**src/rtl/ictx_pkg.sv**
```systemverilog
package ictx_pkg;
    localparam int XLEN      = 32;
    localparam int LVL_W     = 4;
    localparam int CODE_W    = 14;
    localparam int SR_MD     = 30;
    localparam int SR_RB     = 29;
    localparam int SR_BL     = 28;
    localparam int SR_FD     = 15;
    localparam int SR_IM_LO  = 4;
    localparam logic [XLEN-1:0] VEC_OFS = 32'h0000_0600;
    localparam logic [XLEN-1:0] RST_PC  = 32'hA000_0000;
    localparam logic [LVL_W-1:0] RST_IMASK = '1;

    typedef enum logic [1:0] {
        ACT_IDLE   = 2'd0,
        ACT_SRWR   = 2'd1,
        ACT_ENTER  = 2'd2,
        ACT_RETURN = 2'd3
    } ctx_act_e;
endpackage

```
**src/rtl/ictx_decode.sv**
```systemverilog
module ictx_decode
    import ictx_pkg::*;
#(
    parameter int LW = LVL_W
) (
    input  logic          clk,
    input  logic          rst_n,
    input  logic          rte_req,
    input  logic          rst_entry,
    input  logic          acc_req,
    input  logic [LW-1:0] acc_lvl,
    input  logic          sr_wr_en,
    input  logic          sr_bl,
    input  logic [LW-1:0] sr_imask,
    output ctx_act_e      act
);
    logic irq_ok;

    always_comb begin
        irq_ok = acc_req && !sr_bl && (acc_lvl > sr_imask);
        if (rte_req)
            act = ACT_RETURN;
        else if (rst_entry || irq_ok)
            act = ACT_ENTER;
        else if (sr_wr_en)
            act = ACT_SRWR;
        else
            act = ACT_IDLE;
    end

    // a return strobe always wins over an entry
    p_rte_wins_r10: assert property (@(posedge clk) disable iff (!rst_n)
        (rte_req && (rst_entry || acc_req)) |-> (act == ACT_RETURN));

    // an interrupt entry only under an open block bit and higher level
    p_qualify_r8: assert property (@(posedge clk) disable iff (!rst_n)
        (act == ACT_ENTER && !rst_entry) |-> (!sr_bl && acc_lvl > sr_imask));
endmodule

```
**src/rtl/ictx_srgen.sv**
```systemverilog
module ictx_srgen
    import ictx_pkg::*;
#(
    parameter int XW = XLEN,
    parameter int LW = LVL_W
) (
    input  logic [XW-1:0] sr_cur,
    input  logic          rst_entry,
    input  logic          mask_upd_en,
    input  logic [LW-1:0] acc_lvl,
    output logic [XW-1:0] sr_ent
);
    always_comb begin
        sr_ent        = sr_cur;
        sr_ent[SR_MD] = 1'b1;
        sr_ent[SR_RB] = 1'b1;
        sr_ent[SR_BL] = 1'b1;
        if (rst_entry)
            sr_ent[SR_FD] = 1'b0;
        if (mask_upd_en)
            sr_ent[SR_IM_LO +: LW] = acc_lvl;
    end
endmodule

```
**src/rtl/ictx_regs.sv**
```systemverilog
module ictx_regs
    import ictx_pkg::*;
#(
    parameter int XW = XLEN,
    parameter int CW = CODE_W,
    parameter int LW = LVL_W
) (
    input  logic          clk,
    input  logic          rst_n,
    input  ctx_act_e      act,
    input  logic [XW-1:0] pc_seq,
    input  logic [XW-1:0] sr_wr_data,
    input  logic [XW-1:0] sr_ent,
    input  logic [XW-1:0] vbr_in,
    input  logic [XW-1:0] gr15_in,
    input  logic [CW-1:0] evt_code,
    output logic [XW-1:0] pc_q,
    output logic [XW-1:0] sr_q,
    output logic [XW-1:0] spc_q,
    output logic [XW-1:0] ssr_q,
    output logic [XW-1:0] sgr_q,
    output logic [XW-1:0] evt_q
);
    localparam logic [XW-1:0] RST_SR =
        (XW'(1) << SR_MD) | (XW'(1) << SR_RB) | (XW'(1) << SR_BL) |
        (XW'(RST_IMASK) << SR_IM_LO);

    logic [XW-1:0] pc_d, sr_d, spc_d, ssr_d, sgr_d, evt_d;

    always_comb begin
        pc_d  = pc_q;
        sr_d  = sr_q;
        spc_d = spc_q;
        ssr_d = ssr_q;
        sgr_d = sgr_q;
        evt_d = evt_q;
        unique case (act)
            ACT_IDLE: begin
                pc_d = pc_seq;
            end
            ACT_SRWR: begin
                pc_d = pc_seq;
                sr_d = sr_wr_data;
            end
            ACT_ENTER: begin
                spc_d = pc_q;
                ssr_d = sr_q;
                sgr_d = gr15_in;
                evt_d = XW'(evt_code);
                pc_d  = vbr_in + VEC_OFS;
                sr_d  = sr_ent;
            end
            ACT_RETURN: begin
                pc_d = spc_q;
                sr_d = ssr_q;
            end
            default: ;
        endcase
    end

    always_ff @(posedge clk) begin
        if (!rst_n) begin
            pc_q  <= RST_PC;
            sr_q  <= RST_SR;
            spc_q <= '0;
            ssr_q <= '0;
            sgr_q <= '0;
            evt_q <= '0;
        end else begin
            pc_q  <= pc_d;
            sr_q  <= sr_d;
            spc_q <= spc_d;
            ssr_q <= ssr_d;
            sgr_q <= sgr_d;
            evt_q <= evt_d;
        end
    end

    // the three saved copies are taken from the pre-entry state
    p_save_ctx_r2: assert property (@(posedge clk) disable iff (!rst_n)
        (act == ACT_ENTER) |=> (spc_q == $past(pc_q) && ssr_q == $past(sr_q)
                                && sgr_q == $past(gr15_in)));

    // entry raises mode, bank and block flags
    p_entry_flags_r3: assert property (@(posedge clk) disable iff (!rst_n)
        (act == ACT_ENTER) |=> (sr_q[SR_MD] && sr_q[SR_RB] && sr_q[SR_BL]));

    // handler address sits at a fixed offset from the vector base
    p_vector_r6: assert property (@(posedge clk) disable iff (!rst_n)
        (act == ACT_ENTER) |=> (pc_q == $past(vbr_in) + VEC_OFS));

    // return restores PC and SR from the saved copies
    p_restore_r9: assert property (@(posedge clk) disable iff (!rst_n)
        (act == ACT_RETURN) |=> (pc_q == $past(spc_q) && sr_q == $past(ssr_q)));

    // saved context and event register move only on an entry
    p_saved_hold_r8: assert property (@(posedge clk) disable iff (!rst_n)
        (act != ACT_ENTER) |=> ($stable(spc_q) && $stable(ssr_q)
                                && $stable(sgr_q) && $stable(evt_q)));

    // bits above the event code field stay clear
    p_evt_upper_r5: assert property (@(posedge clk) disable iff (!rst_n)
        (act == ACT_ENTER) |=> (evt_q[XW-1:CW] == '0));
endmodule

```
**src/rtl/ictx_unit.sv**
```systemverilog
module ictx_unit
    import ictx_pkg::*;
#(
    parameter int XW = XLEN,
    parameter int LW = LVL_W,
    parameter int CW = CODE_W
) (
    input  logic          clk,
    input  logic          rst_n,
    input  logic [XW-1:0] pc_seq,
    input  logic          sr_wr_en,
    input  logic [XW-1:0] sr_wr_data,
    input  logic [XW-1:0] gr15_in,
    input  logic [XW-1:0] vbr_in,
    input  logic          acc_req,
    input  logic [LW-1:0] acc_lvl,
    input  logic [CW-1:0] evt_code,
    input  logic          rst_entry,
    input  logic          mask_upd_en,
    input  logic          rte_req,
    output logic [XW-1:0] pc_q,
    output logic [XW-1:0] sr_q,
    output logic [XW-1:0] gr15_nxt,
    output logic [XW-1:0] spc_q,
    output logic [XW-1:0] ssr_q,
    output logic [XW-1:0] sgr_q,
    output logic [XW-1:0] intevt_q
);
    ctx_act_e      act;
    logic [XW-1:0] sr_ent;

    ictx_decode #(.LW(LW)) u_decode (
        .clk       (clk),
        .rst_n     (rst_n),
        .rte_req   (rte_req),
        .rst_entry (rst_entry),
        .acc_req   (acc_req),
        .acc_lvl   (acc_lvl),
        .sr_wr_en  (sr_wr_en),
        .sr_bl     (sr_q[SR_BL]),
        .sr_imask  (sr_q[SR_IM_LO +: LW]),
        .act       (act)
    );

    ictx_srgen #(.XW(XW), .LW(LW)) u_srgen (
        .sr_cur      (sr_q),
        .rst_entry   (rst_entry),
        .mask_upd_en (mask_upd_en),
        .acc_lvl     (acc_lvl),
        .sr_ent      (sr_ent)
    );

    ictx_regs #(.XW(XW), .CW(CW), .LW(LW)) u_regs (
        .clk        (clk),
        .rst_n      (rst_n),
        .act        (act),
        .pc_seq     (pc_seq),
        .sr_wr_data (sr_wr_data),
        .sr_ent     (sr_ent),
        .vbr_in     (vbr_in),
        .gr15_in    (gr15_in),
        .evt_code   (evt_code),
        .pc_q       (pc_q),
        .sr_q       (sr_q),
        .spc_q      (spc_q),
        .ssr_q      (ssr_q),
        .sgr_q      (sgr_q),
        .evt_q      (intevt_q)
    );

    // the stack register is never reloaded from the saved copy
    assign gr15_nxt = gr15_in;
endmodule

```
**config.mk**
```make
export PLATFORM = sky130hd
export DESIGN_NAME = ictx_unit
export DESIGN_NICKNAME = d
export VERILOG_FILES = /design/src/rtl/ictx_pkg.sv /design/src/rtl/ictx_decode.sv /design/src/rtl/ictx_srgen.sv /design/src/rtl/ictx_regs.sv /design/src/rtl/ictx_unit.sv
export SDC_FILE = /design/constraint.sdc
export NUM_CORES = 1
export LEC_CHECK = 0
export BUFFER_PORTS_ARGS = -buffer_cell sky130_fd_sc_hd__buf_2
export CAP_MARGIN = 30
export CORE_AREA = 2 2 146 148
export CTS_CLUSTER_SIZE = 25
export DETAILED_ROUTE_END_ITERATION = 10
export DIE_AREA = 0 0 148 150
export PLACE_DENSITY = 0.75
export SYNTH_ARGS = -nofsm -noshare
export SYNTH_HDL_FRONTEND = slang
export SYNTH_SLANG_ARGS = --single-unit
```
**constraint.sdc**
```tcl
create_clock -name clk -period 6 [get_ports clk]
set_input_delay 0.3 -clock clk [delete_from_list [all_inputs] [get_ports clk]]
set_output_delay 0.3 -clock clk [all_outputs]
set_load 0.02 [all_outputs]
```
# Word level (Yosys, flattened, before mapping)
# Index checks and enable logic that the tools add are counted.
[classes] addsub=1 order_cmp=1 bitwise_logic=1 n_reduce_logical=11 n_mux=7 eq_ne=5
[op_table] operator="$pmux W32 S3" n=2
[op_table] operator="$add A32 B11 Y32 const B" n=1
[op_table] operator="$reduce_and A2 Y1" n=3
[op_table] operator="$eq A2 B2 Y1 const B" n=2
[op_table] operator="$gt A4 B4 Y1" n=1
[op_table] operator="$mux W2" n=2
[op_table] operator="$mux W4" n=1
[op_table] operator="$ne A2 B2 Y1 const B" n=2
[op_table] operator="$reduce_bool A3 Y1" n=1
[op_table] operator="$eq A2 B1 Y1 const B" n=1
[op_table] operator="$logic_and A1 B1 Y1" n=2
[op_table] operator="$logic_not A2 Y1" n=1
[op_table] operator="$mux W1" n=2
[op_table] operator="$reduce_bool A2 Y1" n=1
[op_table] operator="$reduce_or A2 Y1" n=1
[op_table] operator="$logic_not A1 Y1" n=1
[op_table] operator="$logic_or A1 B1 Y1" n=1
[op_table] operator="$not A1 Y1" n=1
[word_totals] register_bits=174 out_inout_bits=224 elab_cells=35 input_bits=153

# Longest topological paths before layout
[logic_depth] ltp_word=9 depth_mapped=9 depth_no_buf=7

# Cells and area by module
# Synthesis repeated with hierarchy kept, for this count alone.
[hier_totals] cells_unflattened=917 area_unflattened_um2=8306.7
[modules_own_cells] module="ictx_regs" cells_each=835 area_each_um2=7681.1 instances=1 seq_area_each_um2=3483.3
[modules_own_cells] module="ictx_srgen" cells_each=33 area_each_um2=257.7 instances=1 seq_area_each_um2=0.0
[modules_own_cells] module="ictx_unit" cells_each=32 area_each_um2=240.2 instances=1 seq_area_each_um2=0.0
[modules_own_cells] module="ictx_decode" cells_each=17 area_each_um2=127.6 instances=1 seq_area_each_um2=0.0

# Worst setup path before layout
# No wires, ideal clock.
[synth_timing] path_kind="register to register" start="register u_regs.sr_q[5]" end="register u_regs.pc_q[6]" path_stages_with_launch=10 path_slack_ps=3872 t_arrival_ps=2001 path_buffers=2 setup_time_ps=128 cell_sequence="dfxtp_1 -> inv_1 -> ha_1 -> nor2b_1 -> o21a_1 -> o211a_1 -> buf_4 -> buf_6 -> a222oi_1 -> nor2_1"
[synth_between] elab_chain_len=8 elab_cells_between_ends=11 cone_classes="order compare: 1; eq/ne: 3; mux: 3; reduce/logical: 4"
[synth_lines] element="start, declared" line="ictx_regs.sv:18" source="output logic [XW-1:0] sr_q,"
[synth_lines] element="start signal, assigned" line="ictx_regs.sv:71" source="sr_q <= sr_d;"
[synth_lines] element="$gt A4 B4 Y1 (*)" line="ictx_decode.sv:20" source="irq_ok = acc_req && !sr_bl && (acc_lvl > sr_imask);"
[synth_lines] element="$logic_and A1 B1 Y1 (*)" line="ictx_decode.sv:20"
[synth_lines] element="$logic_or A1 B1 Y1 (*)" line="ictx_decode.sv:23" source="else if (rst_entry || irq_ok)"
[synth_lines] element="$mux W2 (*)" line="ictx_decode.sv:23"
[synth_lines] element="$mux W2 (*)" line="ictx_decode.sv:21" source="if (rte_req)"
[synth_lines] element="$eq A2 B1 Y1 or $logic_not A2 Y1 (tied branches)" line="ictx_regs.sv:37" source="unique case (act)"
[synth_lines] element="$reduce_or A2 Y1 (no line)"
[synth_lines] element="$pmux W32 S3 (*)" line="ictx_regs.sv:37"
[synth_lines] element="end signal, assigned" line="ictx_regs.sv:70" source="pc_q <= pc_d;"
[synth_lines] element="end, declared" line="ictx_regs.sv:17" source="output logic [XW-1:0] pc_q,"
# Every way passes the cells marked *; elsewhere a longest branch is shown, timed or not.
# A chain may end at the register's enable or synchronous reset.

# Worst setup path in the final report
[layout_timing] start="register u_regs.sr_q[5]" end="register u_regs.sr_q[4]"
[layout_between] elab_chain_len=8 elab_cells_between_ends=12 cone_classes="order compare: 1; eq/ne: 4; mux: 3; reduce/logical: 4"
[layout_lines] element="$gt A4 B4 Y1 (*)" line="ictx_decode.sv:20"
[layout_lines] element="$logic_and A1 B1 Y1 (*)" line="ictx_decode.sv:20"
[layout_lines] element="$logic_or A1 B1 Y1 (*)" line="ictx_decode.sv:23"
[layout_lines] element="$mux W2 (*)" line="ictx_decode.sv:23"
[layout_lines] element="$mux W2 (*)" line="ictx_decode.sv:21"
[layout_lines] element="$eq A2 B2 Y1 or $eq A2 B1 Y1 (tied branches)" line="ictx_regs.sv:37"
[layout_lines] element="$ne A2 B2 Y1 (no line) or $reduce_bool A3 Y1 (tied branches)"
[layout_lines] element="$reduce_and A2 Y1 (no line)"
# Marks and branches as above.

==> out/metrics.cfg <==
[outcome]
outcome = finished clean

[floorplan]
die-width_um = 148
die_outline_height_um = 150
dieArea_um2 = 22200
ios = 377
start_util_pct = 36.5
floorplan.core_area_um2 = 20700
fp-row-count = 53

[yosys]
synth_top_cell_by_area = dfxtp_1
synth_ff_type = dfxtp_1
synth.top_cell.area_share_pct = 46.1
ys_top_cells_by_area = dfxtp_1 (46%), nand2_1 (12%), a21oi_1 (7.6%), buf_4 (5.3%), o221a_2 (3.6%)
synth_warnings = 0
synth_enable_flop_cells = 0
post_synth_inst_count = 899
synth_area_um2 = 7560
ys_seq_area_share_pct = 46.1
synth.lib_cells_used.distinct = 47
ys_seq_elements = 174
postSynthAreaPerCell_um2 = 8.41
async_flop_share_pct = 0

[sta]
layout_worst_path_cycle_share_pct = 42.1
report.final.hold_viol_count = 0
setup_viol = 0
totalNegativeSetupSlack_ps = 0
timing.slew.headroom_pct = 42.9
final_critical_path_setup_slack_ps = 3480
grt_setup_unrepaired = no
worst-slew-pin-transition_ps = 856
maxSlewViolCount = 0
fin_worst_skew_ps = 11.6
finalWorstPathRequiredPeriod_ps = 2520
max_clock_freq_mhz = 396

[cts]
cts_root_buffer_type = clkbuf_16
worst_skew_pair.late_latency_ps = 430
cts_clk_pin_slew_worst_paths_ps = 80
cts_repair_resize_count = 0
clock_sinks = 174
ctsHoldBuffers = 0
post-cts-setup-buffers = 0
htree_levels = 4
cts_made_buffers = 17
max-clock-path-buffers = 2
tritoncts = done

[worst_hold_path]
hp-class = input port to flop
holdPathStages = 3
whs_endpoint = u_regs.pc_q[5]
holdCritStartpoint = pc_seq[5]

[run]
max_cap_violations = 0

[setup_path]
reg2regPathDepth = 8
critical_path.reg2reg.startpoint = u_regs.sr_q[5]
cp-end-kind = flop
critical_path.max_stage_delay_ps = 470
critPathMaxFanout = 49
critPathLaunch = u_regs.sr_q[5]
worst-path-buf-inv = 2
critPathSlowestCell = mux2i_1
timing.setup.critical_path_class = flop to flop
crit_family = compound AO/OA/AOI/OAI gates
path_cells = inv_1, ha_1, nor2b_1, o21a_1, o21ai_4, buf_4, mux2i_1, a22oi_1
cp.required_ps = 6280
crit-reg2reg-capture = u_regs.sr_q[4]
arrival_ps = 2810
worstSetupStartpointType = flop
worst-r2r-setup-slack_ps = 3480

[place]
place_hpwl_mm = 17.3
port_buffers = 358
globalplace.congestion = 0.867
dpl_worst_slack_ps = 3480
place_area_um2 = 9190

[power_and_ir_drop]
vdd_ir_drop_max_uv = 164
p_leak_nw = 4.48
power_density_nw_per_um2 = 298
power_mw = 2.92

[global_route]
first_pass_grt_wire_length_mm = 36.5
grt_antenna_before_repair = 6
grtUsageTotal_pct = 20.8
grt_overflow = 0
grt_max_degree = 79
grt_pass1_vias = 6813

[final_layout]
most_common_cell_after_layout_fill_and_taps_aside = buf_2
syn2layout_area_growth_pct = 29.7
num-nets-final = 1339
utilization_pct = 47.4
finalInstanceArea_um2 = 9800
final_cell_mix = buf_2 (358), nand2_1 (241), dfxtp_1 (174)
layout-drive-gt1-share_pct = 38.2

[route]
remaining_drc_errors = 0
final_antenna_net_count = 0
dr.first_iter.drc_count = 510
via_per_inst = 5.09
drt_wl_total_mm = 24.3
dr_total_vias = 7489
routedWlPerCell_um = 16.5
drt_first_pass_iters = 8

## stage by stage
step / cells / hold slack, ps
after floorplan: 916 / 436
after global placement: 1436 / 433
after detailed placement: 1437 / 443
after CTS: 1469 / 83.7
after global routing: 1469 / 83.7
final: 1472 / 111
## synthesized netlist by cell type (2+ instances only)
cell type and instances:
clkbuf_1 42, buf_2 26, o2111ai_1 2, a31o_2 25, nand3_1 7, a21boi_0 24, nor4_1 4, xnor2_1 6
buf_4 53, nor3_1 4, o22ai_1 4, dfxtp_1 174, nand2_1 241, o21a_1 2, a221oi_1 4, inv_1 13
nor2_1 33, o221a_2 24, ha_1 5, a2bb2oi_1 3, a22oi_1 10, xor2_1 15, a21oi_1 115, a222oi_1 24
nor2b_1 2, a311o_1 3, nand4_1 7, o21ai_0 6, nand2b_1 3
## tightest hold or removal path, delay by kind of cell
| kind | cells | cell delay [ps] |
|---|---|---|
| buffers and inverters | 1 | 80 |
| and+or+nand+nor | 1 | 80 |
| AOI/OAI and AO/OA | 1 | 50 |
## registers in the layout, summed over array words and instances (netlist names)
name,cells
u_regs.pc_q,32
u_regs.sgr_q,32
u_regs.spc_q,32
u_regs.sr_q,32
u_regs.ssr_q,32
u_regs.evt_q,14
## how the worst max path moves through the flow
stage          slack [ps]  cells past startpoint               end
2_1_floorplan        3870                      9    u_regs.pc_q[6]
3_3_place_gp         2960                      8  u_regs.ssr_q[11]
3_5_place_dp         3480                      8    u_regs.sr_q[4]
4_1_cts              3480                      8  u_regs.sgr_q[22]
5_1_grt              3260                      8  u_regs.sgr_q[18]
6_report             3480                      8    u_regs.sr_q[4]
## area by class of cell
cell class / instances / area (µm²)
fill: 2044 / 10900
tap: 275 / 344
antenna: 3 / 7.51
clock inverter: 15 / 171
inverter: 14 / 55.1
timing repair buffer: 368 / 1890
sequential: 174 / 3480
multi-input combinational: 606 / 3420
clock buffer: 17 / 425
## routing by layer
layer	up-vias	part of all wire (%)	wire length, µm	global-route usage [%]
li1	3645	-	-	-
met1	3512	41	9960	25.3
met2	301	49	11900	35.0
met3	27	8.3	2020	7.26
met4	4	1.4	337	5.33
met5	-	0.11	27	0
## power breakdown
part	switching, mW	internal, mW	total, mW	leakage [nW]
clock	0.526	0.596	1.12	0.288
combinational	0.350	0.184	0.534	2.77
sequential	0.0390	1.22	1.26	1.42
total	0.915	2.00	2.92	4.48
## kinds of logic after synthesis
family / Yosys count / synth area share, %
and+or+nand+nor: 307 / 16.5
other: 1 / 0.0496
adders and majority gates: 5 / 0.828
AOI/OAI and AO/OA: 254 / 24.1
xor gates and xnor gates: 21 / 2.43
muxes: 1 / 0.132
DFF: 174 / 46.1
buffers and inverters: 136 / 9.92
Power figures use the tool's default switching activity.
